**src/rtl/irqc_pkg.sv**
```systemverilog
package irqc_pkg;
    localparam int unsigned NSRC  = 5;
    localparam int unsigned NPAIR = 2;
    localparam int unsigned IDX_W = $clog2(NSRC);

    typedef struct packed {
        logic hi;
        logic lo;
    } svc_t;

    typedef struct packed {
        logic pin;
        logic flag;
    } ext_st_t;
endpackage

```
**src/rtl/irqc_ext_latch.sv**
```systemverilog
module irqc_ext_latch (
    input  logic clk,
    input  logic rst_n,
    input  logic pin_n,
    input  logic edge_mode,
    input  logic clr,
    output logic flag
);
    import irqc_pkg::*;

    ext_st_t st_d, st_q;

    always_comb begin
        st_d     = st_q;
        st_d.pin = pin_n;
        if (edge_mode) begin
            if (st_q.pin && !pin_n) begin
                st_d.flag = 1'b1;
            end else if (clr) begin
                st_d.flag = 1'b0;
            end
        end else begin
            st_d.flag = !pin_n;
        end
    end

    always_ff @(posedge clk) begin
        if (!rst_n) begin
            st_q <= '{pin: 1'b1, flag: 1'b0};
        end else begin
            st_q <= st_d;
        end
    end

    assign flag = st_q.flag;
endmodule

```
**src/rtl/irqc_sticky.sv**
```systemverilog
module irqc_sticky (
    input  logic clk,
    input  logic rst_n,
    input  logic set,
    input  logic clr,
    output logic flag
);
    logic flag_d, flag_q;

    always_comb begin
        flag_d = flag_q;
        if (set) begin
            flag_d = 1'b1;
        end else if (clr) begin
            flag_d = 1'b0;
        end
    end

    always_ff @(posedge clk) begin
        if (!rst_n) begin
            flag_q <= 1'b0;
        end else begin
            flag_q <= flag_d;
        end
    end

    assign flag = flag_q;
endmodule

```
**src/rtl/irqc_pick.sv**
```systemverilog
module irqc_pick #(
    parameter int unsigned N = 5,
    localparam int unsigned W = (N > 1) ? $clog2(N) : 1
) (
    input  logic [N-1:0] req,
    output logic         valid,
    output logic [W-1:0] idx
);
    always_comb begin
        valid = |req;
        idx   = '0;
        for (int i = N - 1; i >= 0; i--) begin
            if (req[i]) begin
                idx = W'(i);
            end
        end
    end
endmodule

```
**src/rtl/irq_vec_ctrl.sv**
```systemverilog
module irq_vec_ctrl #(
    parameter int unsigned VEC_W    = 16,
    parameter int unsigned VEC_BASE = 3,
    parameter int unsigned VEC_STEP = 8
) (
    input  logic                        clk,
    input  logic                        rst_n,
    input  logic [1:0]                  ext_n_i,
    input  logic [1:0]                  ext_edge_i,
    input  logic [1:0]                  tmr_ovf_i,
    input  logic                        ser_rx_i,
    input  logic                        ser_tx_i,
    input  logic                        en_all_i,
    input  logic [4:0]                  en_src_i,
    input  logic [4:0]                  pri_reg_i,
    input  logic                        irq_ack_i,
    input  logic                        reti_i,
    output logic                        irq_req_o,
    output logic [VEC_W-1:0]            irq_vec_o,
    output logic [3:0]                  flag_o,
    output logic [1:0]                  svc_o
);
    import irqc_pkg::*;

    logic [NSRC-1:0]  src_raw;
    logic [NSRC-1:0]  armed;
    logic [NSRC-1:0]  hi_req;
    logic [NSRC-1:0]  lo_req;
    logic [NSRC-1:0]  clr_vec;
    logic [NPAIR-1:0] ext_flag;
    logic [NPAIR-1:0] tmr_flag;
    logic             hi_v, lo_v, take_hi, take_lo, fire;
    logic [IDX_W-1:0] hi_idx, lo_idx, win_idx;
    svc_t             svc_d, svc_q;

    // External k sits at index 2k, timer k at index 2k+1.
    for (genvar k = 0; k < NPAIR; k++) begin : g_pair
        irqc_ext_latch u_ext (
            .clk       (clk),
            .rst_n     (rst_n),
            .pin_n     (ext_n_i[k]),
            .edge_mode (ext_edge_i[k]),
            .clr       (clr_vec[2*k]),
            .flag      (ext_flag[k])
        );
        irqc_sticky u_tmr (
            .clk   (clk),
            .rst_n (rst_n),
            .set   (tmr_ovf_i[k]),
            .clr   (clr_vec[2*k+1]),
            .flag  (tmr_flag[k])
        );
        assign src_raw[2*k]   = ext_flag[k];
        assign src_raw[2*k+1] = tmr_flag[k];
    end
    assign src_raw[NSRC-1] = ser_rx_i | ser_tx_i;

    assign armed  = src_raw & en_src_i & {NSRC{en_all_i}};
    assign hi_req = armed & pri_reg_i;
    assign lo_req = armed & ~pri_reg_i;

    irqc_pick #(.N(NSRC)) u_pick_hi (.req(hi_req), .valid(hi_v), .idx(hi_idx));
    irqc_pick #(.N(NSRC)) u_pick_lo (.req(lo_req), .valid(lo_v), .idx(lo_idx));

    always_comb begin
        take_hi = hi_v && !svc_q.hi;
        take_lo = !take_hi && lo_v && !svc_q.hi && !svc_q.lo;
        win_idx = take_hi ? hi_idx : lo_idx;
        fire    = irq_ack_i && (take_hi || take_lo);
        clr_vec = '0;
        if (fire) begin
            clr_vec[win_idx] = 1'b1;
        end
        svc_d = svc_q;
        if (fire) begin
            if (take_hi) begin
                svc_d.hi = 1'b1;
            end else begin
                svc_d.lo = 1'b1;
            end
        end else if (reti_i) begin
            if (svc_q.hi) begin
                svc_d.hi = 1'b0;
            end else begin
                svc_d.lo = 1'b0;
            end
        end
    end

    always_ff @(posedge clk) begin
        if (!rst_n) begin
            svc_q <= '0;
        end else begin
            svc_q <= svc_d;
        end
    end

    assign irq_req_o = take_hi || take_lo;
    assign irq_vec_o = VEC_W'(VEC_BASE + int'(win_idx) * VEC_STEP);
    assign flag_o    = {tmr_flag[1], ext_flag[1], tmr_flag[0], ext_flag[0]};
    assign svc_o     = {svc_q.hi, svc_q.lo};
endmodule

```
**config.mk**
```make
export PLATFORM = sky130hd
export DESIGN_NAME = irq_vec_ctrl
export DESIGN_NICKNAME = d
export VERILOG_FILES = /design/src/rtl/irqc_pkg.sv /design/src/rtl/irqc_ext_latch.sv /design/src/rtl/irqc_sticky.sv /design/src/rtl/irqc_pick.sv /design/src/rtl/irq_vec_ctrl.sv
export SDC_FILE = /design/constraint.sdc
export NUM_CORES = 1
export LEC_CHECK = 0
export ABC_CLOCK_PERIOD_IN_PS = 1900
export CORE_MARGIN = 2
export CORE_UTILIZATION = 25
export CTS_CLUSTER_SIZE = 16
export DETAILED_ROUTE_END_ITERATION = 10
export GPL_ROUTABILITY_DRIVEN = 1
export PLACE_DENSITY = 0.62
export SYNTH_ARGS = -nofsm -noshare
export SYNTH_HDL_FRONTEND = slang
export SYNTH_SLANG_ARGS = --single-unit
```
**constraint.sdc**
```tcl
create_clock -name clk -period 1.9 [get_ports clk]
set_input_delay 0.38 -clock clk [delete_from_list [all_inputs] [get_ports clk]]
set_output_delay 0.38 -clock clk [all_outputs]
set_load 0.02 [all_outputs]
```
# Word-level counts from Yosys, hierarchy flattened
# Index checks and enable logic that the tools add are counted.
# W data, S select, Z words.
# word_totals
register_bits,8
inputBits,23
# classes
addsub,1
n_lt_le_gt_ge,2
eq_ne,5
muxes,29
bitwise_logic,6
reduce_logical,21
# ops
op,n
$mux W3,11
$and A5 B5 Y5,4
$mux W1,14
$reduce_or A5 Y1,2
$logic_and A1 B1 Y1,8
$add A2 B6 Y7 const A,1
$ne A2 B2 Y1 const B,3
$ne A3 B1 Y1 const B,2
$reduce_bool A2 Y1,3
$logic_not A1 Y1,5
$not A5 Y5,1
$lt A3 B4 Y1 const B,1
$mux W2,2
$mux W4,1
$demux W1 S3,1
$ge A3 B1 Y1 const B,1
$reduce_and A3 Y1,1
$reduce_and A2 Y1,1
$logic_or A1 B1 Y1,1
$or A1 B1 Y1,1

# Depth between registers and ports, before layout
# Gate-level depths: netlist of run 1.
# logic_depth
depth_word,18
depth_mapped,6

# Cells and area by module
# Synthesis of run 1 repeated with hierarchy kept, for this count alone.
# hier_totals
hier_cells,97
area_unflattened_um2,728.2
# modules_own_cells
module,instances,cells_each,area_each_um2,seq_area_each_um2
irq_vec_ctrl,1,63,415.4,40.0
irqc_ext_latch,2,6,66.3,40.0
irqc_pick,2,8,48.8,0.0
irqc_sticky,2,3,41.3,20.0

# Worst setup path after synthesis of run 1
# OpenSTA, ideal clock, no wires.
# synth_path
kind,input-to-reg
startpoint,input port en_all_i
endpoint,register g_pair[1].u_tmr.flag_q
setup_time_ns,0.139
t_arrival_ns,1.774
t_required_ns,1.761
path_slack_ns,-0.014
cell_stages,6
path_cell_list,buf_6 -> and4b_1 -> nand2b_4 -> o41ai_2 -> o311a_1 -> a31oi_1
# synth_between
elab_chain_cells,14
elab_cells_between_ends,30
# synth_rtl
element,line_no,rtl
"start, declared",irq_vec_ctrl.sv:13,"input logic en_all_i,"
$and A5 B5 Y5 (*),irq_vec_ctrl.sv:58,assign armed = src_raw & en_src_i & {NSRC{en_all_i}};
"$and A5 B5 Y5, on equally long branches","irq_vec_ctrl.sv:60, irq_vec_ctrl.sv:59",
$mux W3 (5 in a row),irqc_pick.sv:13,if (req[i]) begin
$mux W3,irq_vec_ctrl.sv:68,win_idx = take_hi ? hi_idx : lo_idx;
$lt A3 B4 Y1 (implied by the code) / $ge A3 B1 Y1 (equally long branches),irq_vec_ctrl.sv:72,clr_vec[win_idx] = 1'b1;
$logic_and A1 B1 Y1 (implied by the code),irq_vec_ctrl.sv:72,
$mux W1 (implied by the code),irq_vec_ctrl.sv:72,
$demux W1 S3,irq_vec_ctrl.sv:72,
$mux W4 (*),irq_vec_ctrl.sv:71,if (fire) begin
$reduce_bool A2 Y1 (no line) (*),--,
"end signal, assigned",irqc_sticky.sv:23,flag_q <= flag_d;
"end, declared",irqc_sticky.sv:8,"logic flag_d, flag_q;"
# Every way passes the cells marked *; elsewhere a longest branch is shown, timed or not.
# A chain may end at the register's enable or synchronous reset.

# Final worst setup path of run 1
# layout_path
startpoint,input port en_all_i
endpoint,output port irq_vec_o[4]
# layout_between
elab_chain_cells,8
elab_cells_between_ends,15
# layout_rtl
element,line_no,rtl
$and A5 B5 Y5 (*),irq_vec_ctrl.sv:58,
"$and A5 B5 Y5, on equally long branches","irq_vec_ctrl.sv:60, irq_vec_ctrl.sv:59",
$mux W3 (4 in a row),irqc_pick.sv:13,
$mux W3 (*),irq_vec_ctrl.sv:68,
$add A2 B6 Y7 (*),irq_vec_ctrl.sv:99,assign irq_vec_o = VEC_W'(VEC_BASE + int'(win_idx) * VEC_STEP);
"end, declared",irq_vec_ctrl.sv:19,"output logic [VEC_W-1:0] irq_vec_o,"
# Marked as above.

==> results of run 1 <==
## where the power goes
part | total, mW | internal (mW) | leakage, nW | switching, mW
Clock | 0.129 | 0.0722 | 0.0138 | 0.0565
Combinational | 0.265 | 0.137 | 0.520 | 0.129
Sequential | 0.190 | 0.180 | 0.0681 | 0.00997
## metrics by stage
stage / setup WS, ns / hold slack (ns)
final: -0.0599 / 0.588
after global routing: -0.114 / 0.638
after CTS: -0.0504 / 0.590
after detailed placement: -0.844 / 0.588
after global placement: -0.820 / 0.578
after floorplan: 0.124 / 0.453
## cells by family after synthesis
| group | count (synthesis) | share of synthesized area |
|---|---|---|
| other | 2 | 0.00962 |
| AND/OR/NAND/NOR | 31 | 0.264 |
| AO/OA/AOI/OAI | 28 | 0.314 |
| flip-flops | 8 | 0.205 |
| buffers and inverters | 24 | 0.207 |
## worst paths after layout
check,slack [ns],startpoint,endpoint,depth (start not counted)
worst max-delay path,-0.06,en_all_i,irq_vec_o[4],7
worst min-delay path,0.59,g_pair[1].u_ext.st_q[1]$_SDFF_PN1_,g_pair[1].u_ext.flag$_SDFFE_PN0P_,4
worst max register to register,0.04,g_pair[0].u_tmr.flag$_SDFFE_PN0P_,g_pair[1].u_tmr.flag$_SDFFE_PN0P_,7
worst min register to register,0.59,g_pair[1].u_ext.st_q[1]$_SDFF_PN1_,g_pair[1].u_ext.flag$_SDFFE_PN0P_,4
## state kept, by name (all words and copies together), names as in the netlist
signal,cells
g_pair.u_ext.flag,2
g_pair.u_ext.st_q,2
g_pair.u_tmr.flag,2
svc_o,2
## tightest hold or removal path: cells and delay by family (launching register included)
kind	cells	cell delay (ns)
simple gates	1	0.08
compound gates	2	0.13
buf+inv	1	0.04
flops	1	0.29
## synth_stat cells (all sizes together)
| cell | number |
|---|---|
| a21boi | 2 |
| a21oi | 5 |
| a31oi | 2 |
| a41oi | 2 |
| and2 | 3 |
| and3 | 1 |
| and4 | 2 |
| and4b | 3 |
| buf | 18 |
| conb | 2 |
| dfxtp | 8 |
| inv | 6 |
| nand2 | 2 |
| nand2b | 5 |
| nand4 | 4 |
| nand4b | 3 |
| nor2 | 8 |
| o211a | 1 |
| o211ai | 2 |
| o21a | 3 |
| o21ai | 5 |
| o221a | 1 |
| o311a | 2 |
| o31a | 1 |
| o32ai | 1 |
| o41ai | 1 |
## layer usage
layer  share of wire  GRT usage
met5               0          0
met4           0.033     0.0889
met3           0.062     0.0216
met2            0.49      0.207
met1            0.41      0.136
## area by class of cell
class | instances | share of cell area
multi-input combinational | 72 | 0.431
timing repair buffer | 56 | 0.370
sequential | 8 | 0.131
tap | 33 | 0.0321
clock buffer | 3 | 0.0175
inverter | 6 | 0.0175
## timing repair
action / 4_1_cts / 5_1_grt
hold buffers: 0 / 0
cloned: 1 / 0
buffers inserted: 5 / 4
endpoints found under the setup margin: 9 / 4
pin swaps: 11 / 9
resized for setup: 62 / 14
==> results.cfg, run 1 <==
[clock_network]
ctsHtreeMaxLevel = 1
clock_tree.buffer_depth = 2
tritoncts = built
clk_pin_slew_ns = 0.05
tritoncts.num_buffers = 3
cts_root_buffer = clkbuf_4
cts_num_sinks = 8
worst_skew_pair.late_latency_ns = 0.25

[detailed_routing]
viasPerCell = 4.80
drt-initial-drc-count = 5
route.detailed.drc = 0
vias = 855
detail_route.wirelength_um = 2210
detail_route.first_pass.iterations = 4
wire_per_inst_um = 12.4
antenna_left = 0

[timing]
clock_tree_skew_after_final_layout_ns = 0.00134
hold_viol_final = 0
setup_violations = 3
worst_slack_setup_final_ns = -0.0599
setup_total_negative_slack_ns = -0.133
fmax_ghz = 0.510
grt_setup_unrepaired = true
drv_slew = 0
period_share = 1.03
period_minus_slack_ns = 1.96

[final_layout]
nNetsFinal = 170
final_core_utilization = 0.428
areaGrowthSynthToFinish_pct = 64.6
most_frequent_cells_in_the_layout = buf_4, clkdlybuf4s50_1, conb_1
register_area_um2 = 169
count_of_antenna_diodes_in_the_layout = 0
final_common_cell = buf_4
multi_input_area_um2 = 554
layout.filler_cells = 296
final_layout_size_suffix_gt1_frac = 0.386
post-route-cell-area_um2 = 1280
finish.cell_count_without_fillers = 178

[critical_path]
worst_ep_arrival_ns = 1.58
critical_path.n_buffers_inverters = 4
critPathLaunchType = input port
cell_chain_critical_path = buf_6 > buf_6 > nand4_1 > a41oi_4 > buf_6 > o41ai_4 > buf_4
critical_path.slowest_cell = o41ai_4
endpoint_type_of_the_worst_setup_path = output pin
worst_path_dominant_cell_family = buffers and inverters
cp_slowest_stage_delay_ns = 0.36
timing.critical_path.fanout_max = 7
criticalPathCategory = input port to output pin
worst-endpoint-required_ns = 1.52
crit_top_cell = buf_6

[placed_design]
hpwlAfterDp_um = 1690
postPlaceCellArea_um2 = 1160
io_buffer_count = 32
dp_cells = 165
place_congestion = 0.862

[floorplan]
design.portCount = 46
coreArea_um2 = 3000
die-width_um = 59.9
floorplan.initialDensity = 0.260
die_height_um = 59.9
fp.dieArea_um2 = 3590
rows = 20

[min_path]
worst_hold_path_type = register to register

[outcome]
violations = negative setup slack
run_status = finished with violations

[power]
vdd_ir_drop_max_uv = 213
power.total_uw = 584
p_leak_nw = 0.602
p_per_area_nw_per_um2 = 454

[global_route]
grt_pass1_vias = 818
global_route.overflow_total = 0
antenna_found_initial = 0
grt_first_pass_wirelength_um = 3350
maximum_number_of_pins_on_one_net_before_global_route_repair = 9
global_route.usage.total = 0.122

[synth]
synth_largest_area_cell = dfxtp_1
yosys.area.top_type_share = 0.205
synth.yosys.seq_area_share = 0.205
synth.avg_cell_area_um2 = 8.40
post_synth_main_area_contributors = dfxtp_1, buf_4, and4b_1
yosys_register_bits = 8
yosys.cell_types.count = 32
syn_area_um2 = 781
synth_warnings = 0
synthesis.instances = 93

[flow_run]
maxCapViolCount = 0
Power figures use the tool's default switching activity.
==> inputs of run 2 (changes only) <==
- CORE_MARGIN: 2 -> 4
- CORE_UTILIZATION: 25 -> 37
- PLACE_DENSITY: 0.62 -> 0.84
==> run 2 against run 1 <==
  * The run still ends with negative setup slack left
  * Hold slack improved by 0.015 ns
  * Final area increased by 5.5%
  * Clock power about the same
  * Utilization increased by 26 points
  * Critical path depth decreased by 2
  * Final cell count decreased by 1.7%
  * Routed wire length increased by 10%
  * First-iteration DRC count increased by 100%
  * Worst setup slack improved by 0.016 ns
  * Clock skew increased by 0.0066 ns
  * Critical endpoint unchanged
==> results.cfg, run 2 (same netlist as run 1, synthesis figures left out) <==
[outcome]
run_status = finished with violations
violations = negative setup slack

[floorplan]
floorplan.initialDensity = 0.394
die-width_um = 53.9
fp.dieArea_um2 = 2910
design.portCount = 46
die_height_um = 53.9
coreArea_um2 = 1980
rows = 16

[timing]
period_share = 1.02
grt_setup_unrepaired = true
period_minus_slack_ns = 1.94
drv_slew = 0
setup_total_negative_slack_ns = -0.126
fmax_ghz = 0.514
hold_viol_final = 0
clock_tree_skew_after_final_layout_ns = 0.00789
worst_slack_setup_final_ns = -0.0443
setup_violations = 3
hold_ws_ns = 0.602

[clock_network]
cts_root_buffer = clkbuf_4
worst_skew_pair.late_latency_ns = 0.25
cts_num_sinks = 8
tritoncts = built
clock_tree.buffer_depth = 2
tritoncts.num_buffers = 3
clk_pin_slew_ns = 0.05
ctsHtreeMaxLevel = 1

[min_path]
worst_hold_path_type = register to register
hold_path_depth = 3

[critical_path]
cell_chain_critical_path = clkdlybuf4s15_1 > nand4b_1 > and2_4 > o41ai_4 > buf_4
critPathLaunchType = input port
worst-path-stages = 5
worst-endpoint-required_ns = 1.52
endpoint_type_of_the_worst_setup_path = output pin
criticalPathCategory = input port to output pin
worst_ep_arrival_ns = 1.56
critical_path.slowest_cell = o41ai_4
reg2regPathDepth = 8
cp_slowest_stage_delay_ns = 0.38
worst_path_dominant_cell_family = buffers and inverters
critical_path.n_buffers_inverters = 2
timing.critical_path.fanout_max = 4

[placed_design]
io_buffer_count = 32
dp_cells = 158
hpwlAfterDp_um = 1710
postPlaceCellArea_um2 = 1150
place_congestion = 0.872

[flow_run]
maxCapViolCount = 0

[detailed_routing]
viasPerCell = 5.11
detail_route.first_pass.iterations = 4
drt-initial-drc-count = 10
antenna_left = 0
wire_per_inst_um = 14.0
detail_route.wirelength_um = 2440
route.detailed.drc = 0
vias = 894

[global_route]
antenna_found_initial = 0
grt_first_pass_wirelength_um = 3590
global_route.overflow_total = 0
grt_pass1_vias = 871
global_route.usage.total = 0.173
maximum_number_of_pins_on_one_net_before_global_route_repair = 9

[final_layout]
register_area_um2 = 166
finish.cell_count_without_fillers = 175
post-route-cell-area_um2 = 1360
count_of_antenna_diodes_in_the_layout = 0
final_core_utilization = 0.684
layout.filler_cells = 155
final_common_cell = buf_4
areaGrowthSynthToFinish_pct = 73.6
multi_input_area_um2 = 563
most_frequent_cells_in_the_layout = buf_4, clkdlybuf4s50_1, conb_1
nNetsFinal = 173
final_layout_size_suffix_gt1_frac = 0.378

[power]
vdd_ir_drop_max_uv = 377
p_leak_nw = 0.630
p_per_area_nw_per_um2 = 447
## run 2: changes by cell type in the layout (fill, tap and decap cells not counted), sizes merged
| cell | change |
|---|---|
| clkdlybuf4s15 | +3 |
| buf | +2 |
| clkbuf | -2 |
## run 2: per-stage QoR
step | power (mW) | setup WS, ns
finish | 0.606 | -0.0443
global route | 0.636 | -0.126
CTS | 0.596 | -0.0188
detailed placement | 0.428 | -0.867
global placement | 0.424 | -0.827
floorplan | 0.333 | 0.124
## run 2: power by group
group	switching [mW]	internal [mW]
sequential	0.00940	0.179
clock	0.0561	0.0722
combinational	0.136	0.152
total	0.202	0.404
## run 2: layout make-up
| type | count | area share |
|---|---|---|
| Multi-Input combinational cell | 72 | 0.416 |
| Timing Repair Buffer | 59 | 0.404 |
| Sequential cell | 8 | 0.123 |
| Tap cell | 27 | 0.0249 |
| Clock buffer | 3 | 0.0166 |
| Inverter | 6 | 0.0166 |
## run 2: layer usage
layer | global-route usage | share of wire
met1 | 0.166 | 0.37
met2 | 0.347 | 0.53
met3 | 0.0526 | 0.087
met4 | 0.0468 | 0.012
met5 | 0 | 0
## run 2: final timing paths
kind,start,end,slack [ns]
setup reg to reg,g_pair[1].u_ext.flag$_SDFFE_PN0P_,g_pair[0].u_ext.flag$_SDFFE_PN0P_,0.03
hold reg to reg,g_pair[0].u_ext.st_q[1]$_SDFF_PN1_,g_pair[0].u_ext.flag$_SDFFE_PN0P_,0.60
setup / recovery,pri_reg_i[3],irq_vec_o[4],-0.04
hold / removal,g_pair[0].u_ext.st_q[1]$_SDFF_PN1_,g_pair[0].u_ext.flag$_SDFFE_PN0P_,0.60
## run 2: tightest hold or removal path: cells and delay by family, from the launching register on
family	cells	cell delay, ns
flip-flops	1	0.29
AO/OA/AOI/OAI	2	0.22
buffers and inverters	1	0.04
## run 2: repair_timing
| action | CTS | global route |
|---|---|---|
| setup endpoints to repair | 9 | 5 |
| hold buffers | 0 | 0 |
| cloned | 1 | 0 |
| setup buffers | 11 | 3 |
| pin swaps | 14 | 6 |
| resized for setup | 64 | 15 |
==> inputs of run 3 (changes only) <==
- MAX_ROUTING_LAYER: not set -> met4
==> run 3 against run 2 <==
  * The run still ends with negative setup slack left
  * Routed wire length is essentially flat
  * Combinational power is essentially flat
  * Worst setup slack is essentially flat
  * Sequential share of layout area is the same
  * Clock power is essentially flat
  * Via count grew 0.56%
  * Clock skew is essentially flat
  * Highest routed layer unchanged
==> results.cfg, run 3 (same netlist as run 1, synthesis figures left out) <==
[outcome]
run_status = finished with violations
violations = negative setup slack

[clock_network]
clock_tree.buffer_depth = 2
cts_root_buffer = clkbuf_4
tritoncts = built
worst_skew_pair.late_latency_ns = 0.25
tritoncts.num_buffers = 3
ctsHtreeMaxLevel = 1
cts_num_sinks = 8
clk_pin_slew_ns = 0.05

[floorplan]
fp.dieArea_um2 = 2910
floorplan.initialDensity = 0.394
die-width_um = 53.9
coreArea_um2 = 1980
rows = 16
design.portCount = 46
die_height_um = 53.9

[detailed_routing]
vias = 899
detail_route.wirelength_um = 2440
drt-initial-drc-count = 12
viasPerCell = 5.14
detail_route.first_pass.iterations = 4
antenna_left = 0
route.detailed.drc = 0
wire_per_inst_um = 14.0

[global_route]
global_route.overflow_total = 0
antenna_found_initial = 0
grt_first_pass_wirelength_um = 3590
global_route.usage.total = 0.178
grt_pass1_vias = 870
maximum_number_of_pins_on_one_net_before_global_route_repair = 9

[power]
p_per_area_nw_per_um2 = 447
total_net_switching_power_uw = 202
internal_power_uw = 404
clock_network_fraction_of_design_power = 0.212
power_switching_share = 0.333
p_comb_frac = 0.477
power.total_uw = 606
vdd_ir_drop_max_uv = 377
seq_power_share = 0.311
p_leak_nw = 0.630

[timing]
setup_violations = 3
period_minus_slack_ns = 1.94
hold_viol_final = 0
setup_total_negative_slack_ns = -0.124
grt_setup_unrepaired = true
clock_tree_skew_after_final_layout_ns = 0.00779
worst_slack_setup_final_ns = -0.0442
period_share = 1.02
fmax_ghz = 0.514
drv_slew = 0

[final_layout]
most_frequent_cells_in_the_layout = buf_4, clkdlybuf4s50_1, conb_1
final_layout_size_suffix_gt1_frac = 0.378
areaGrowthSynthToFinish_pct = 73.6
layout.filler_cells = 155
count_of_antenna_diodes_in_the_layout = 0
final_core_utilization = 0.684
nNetsFinal = 173
final_common_cell = buf_4
post-route-cell-area_um2 = 1360

[critical_path]
critPathLaunchType = input port
cp-startpoint = pri_reg_i[3]
reg2regPathDepth = 8
crit_end = irq_vec_o[4]
timing.critical_path.fanout_max = 4
endpoint_type_of_the_worst_setup_path = output pin
r2r_slack_ns = 0.03
worst-endpoint-required_ns = 1.52
criticalPathCategory = input port to output pin
worst_ep_arrival_ns = 1.56
critical_path.reg2reg.endpoint = g_pair[0].u_ext.flag$_SDFFE_PN0P_
critical_path.reg2reg.startpoint = g_pair[1].u_ext.flag$_SDFFE_PN0P_

[placed_design]
place_congestion = 0.886
postPlaceCellArea_um2 = 1150
hpwlAfterDp_um = 1710
io_buffer_count = 32

[flow_run]
maxCapViolCount = 0

[min_path]
worst_hold_path_type = register to register
==> run 3: cell counts in the layout (fill, tap and decap cells not counted) <==
Identical to the previous run, type by type.
==> run 3: how the worst min path moves through the flow <==
stage	from	end	slack, ns	cells after the start
2_1_floorplan	rst_n	g_pair[0].u_ext.st_q[1]$_SDFF_PN1_	0.45	1
3_3_place_gp	g_pair[0].u_ext.st_q[1]$_SDFF_PN1_	g_pair[0].u_ext.flag$_SDFFE_PN0P_	0.57	3
3_5_place_dp	g_pair[1].u_ext.st_q[1]$_SDFF_PN1_	g_pair[1].u_ext.flag$_SDFFE_PN0P_	0.59	4
4_1_cts	g_pair[0].u_ext.st_q[1]$_SDFF_PN1_	g_pair[0].u_ext.flag$_SDFFE_PN0P_	0.59	3
5_1_grt	g_pair[0].u_ext.st_q[1]$_SDFF_PN1_	g_pair[0].u_ext.flag$_SDFFE_PN0P_	0.64	3
6_report	g_pair[0].u_ext.st_q[1]$_SDFF_PN1_	g_pair[0].u_ext.flag$_SDFFE_PN0P_	0.60	3
==> run 3: routing by layer <==
metal / part of all wire / track usage
met1: 0.36 / 0.166
met2: 0.53 / 0.347
met3: 0.090 / 0.0526
met4: 0.012 / 0.0468
met5: 0 / -
==> run 3: worst max-delay path, cell delays in order <==
cell             delay, ns
clkdlybuf4s15_1       0.21
nand4b_1              0.21
and2_4                0.17
o41ai_4               0.38
buf_4                 0.20
==> run 3: what timing repair did <==
item,CTS,global route
buffers inserted,11,3
cloned,1,0
endpoints found under the setup margin,9,5
gates resized for setup,64,15
hold buffers,0,0
pin swaps,14,6
==> run 3: final cells by class <==
type	instances	area (um^2)	share of cell area
well taps	27	33.8	0.0249
repair buffers	59	547	0.404
flip-flops and latches	8	166	0.123
clock buffers	3	22.5	0.0166
multi-input cells	72	563	0.416
inverters	6	22.5	0.0166
==> run 3: power groups by stage <==
stage	clock (mW)	sequential [mW]	combinational, mW
floorplan	0	0.193	0.140
global placement	0	0.190	0.233
detailed placement	0	0.190	0.237
CTS	0.134	0.188	0.274
global route	0.141	0.189	0.306
finish	0.128	0.188	0.289
==> run 3: stage by stage <==
step | hold WS, ns | setup WS, ns | cells
after floorplan | 0.453 | 0.124 | 104
after global placement | 0.575 | -0.827 | 158
after detailed placement | 0.589 | -0.867 | 158
after CTS | 0.592 | -0.0188 | 173
after global routing | 0.639 | -0.126 | 175
final | 0.602 | -0.0442 | 175
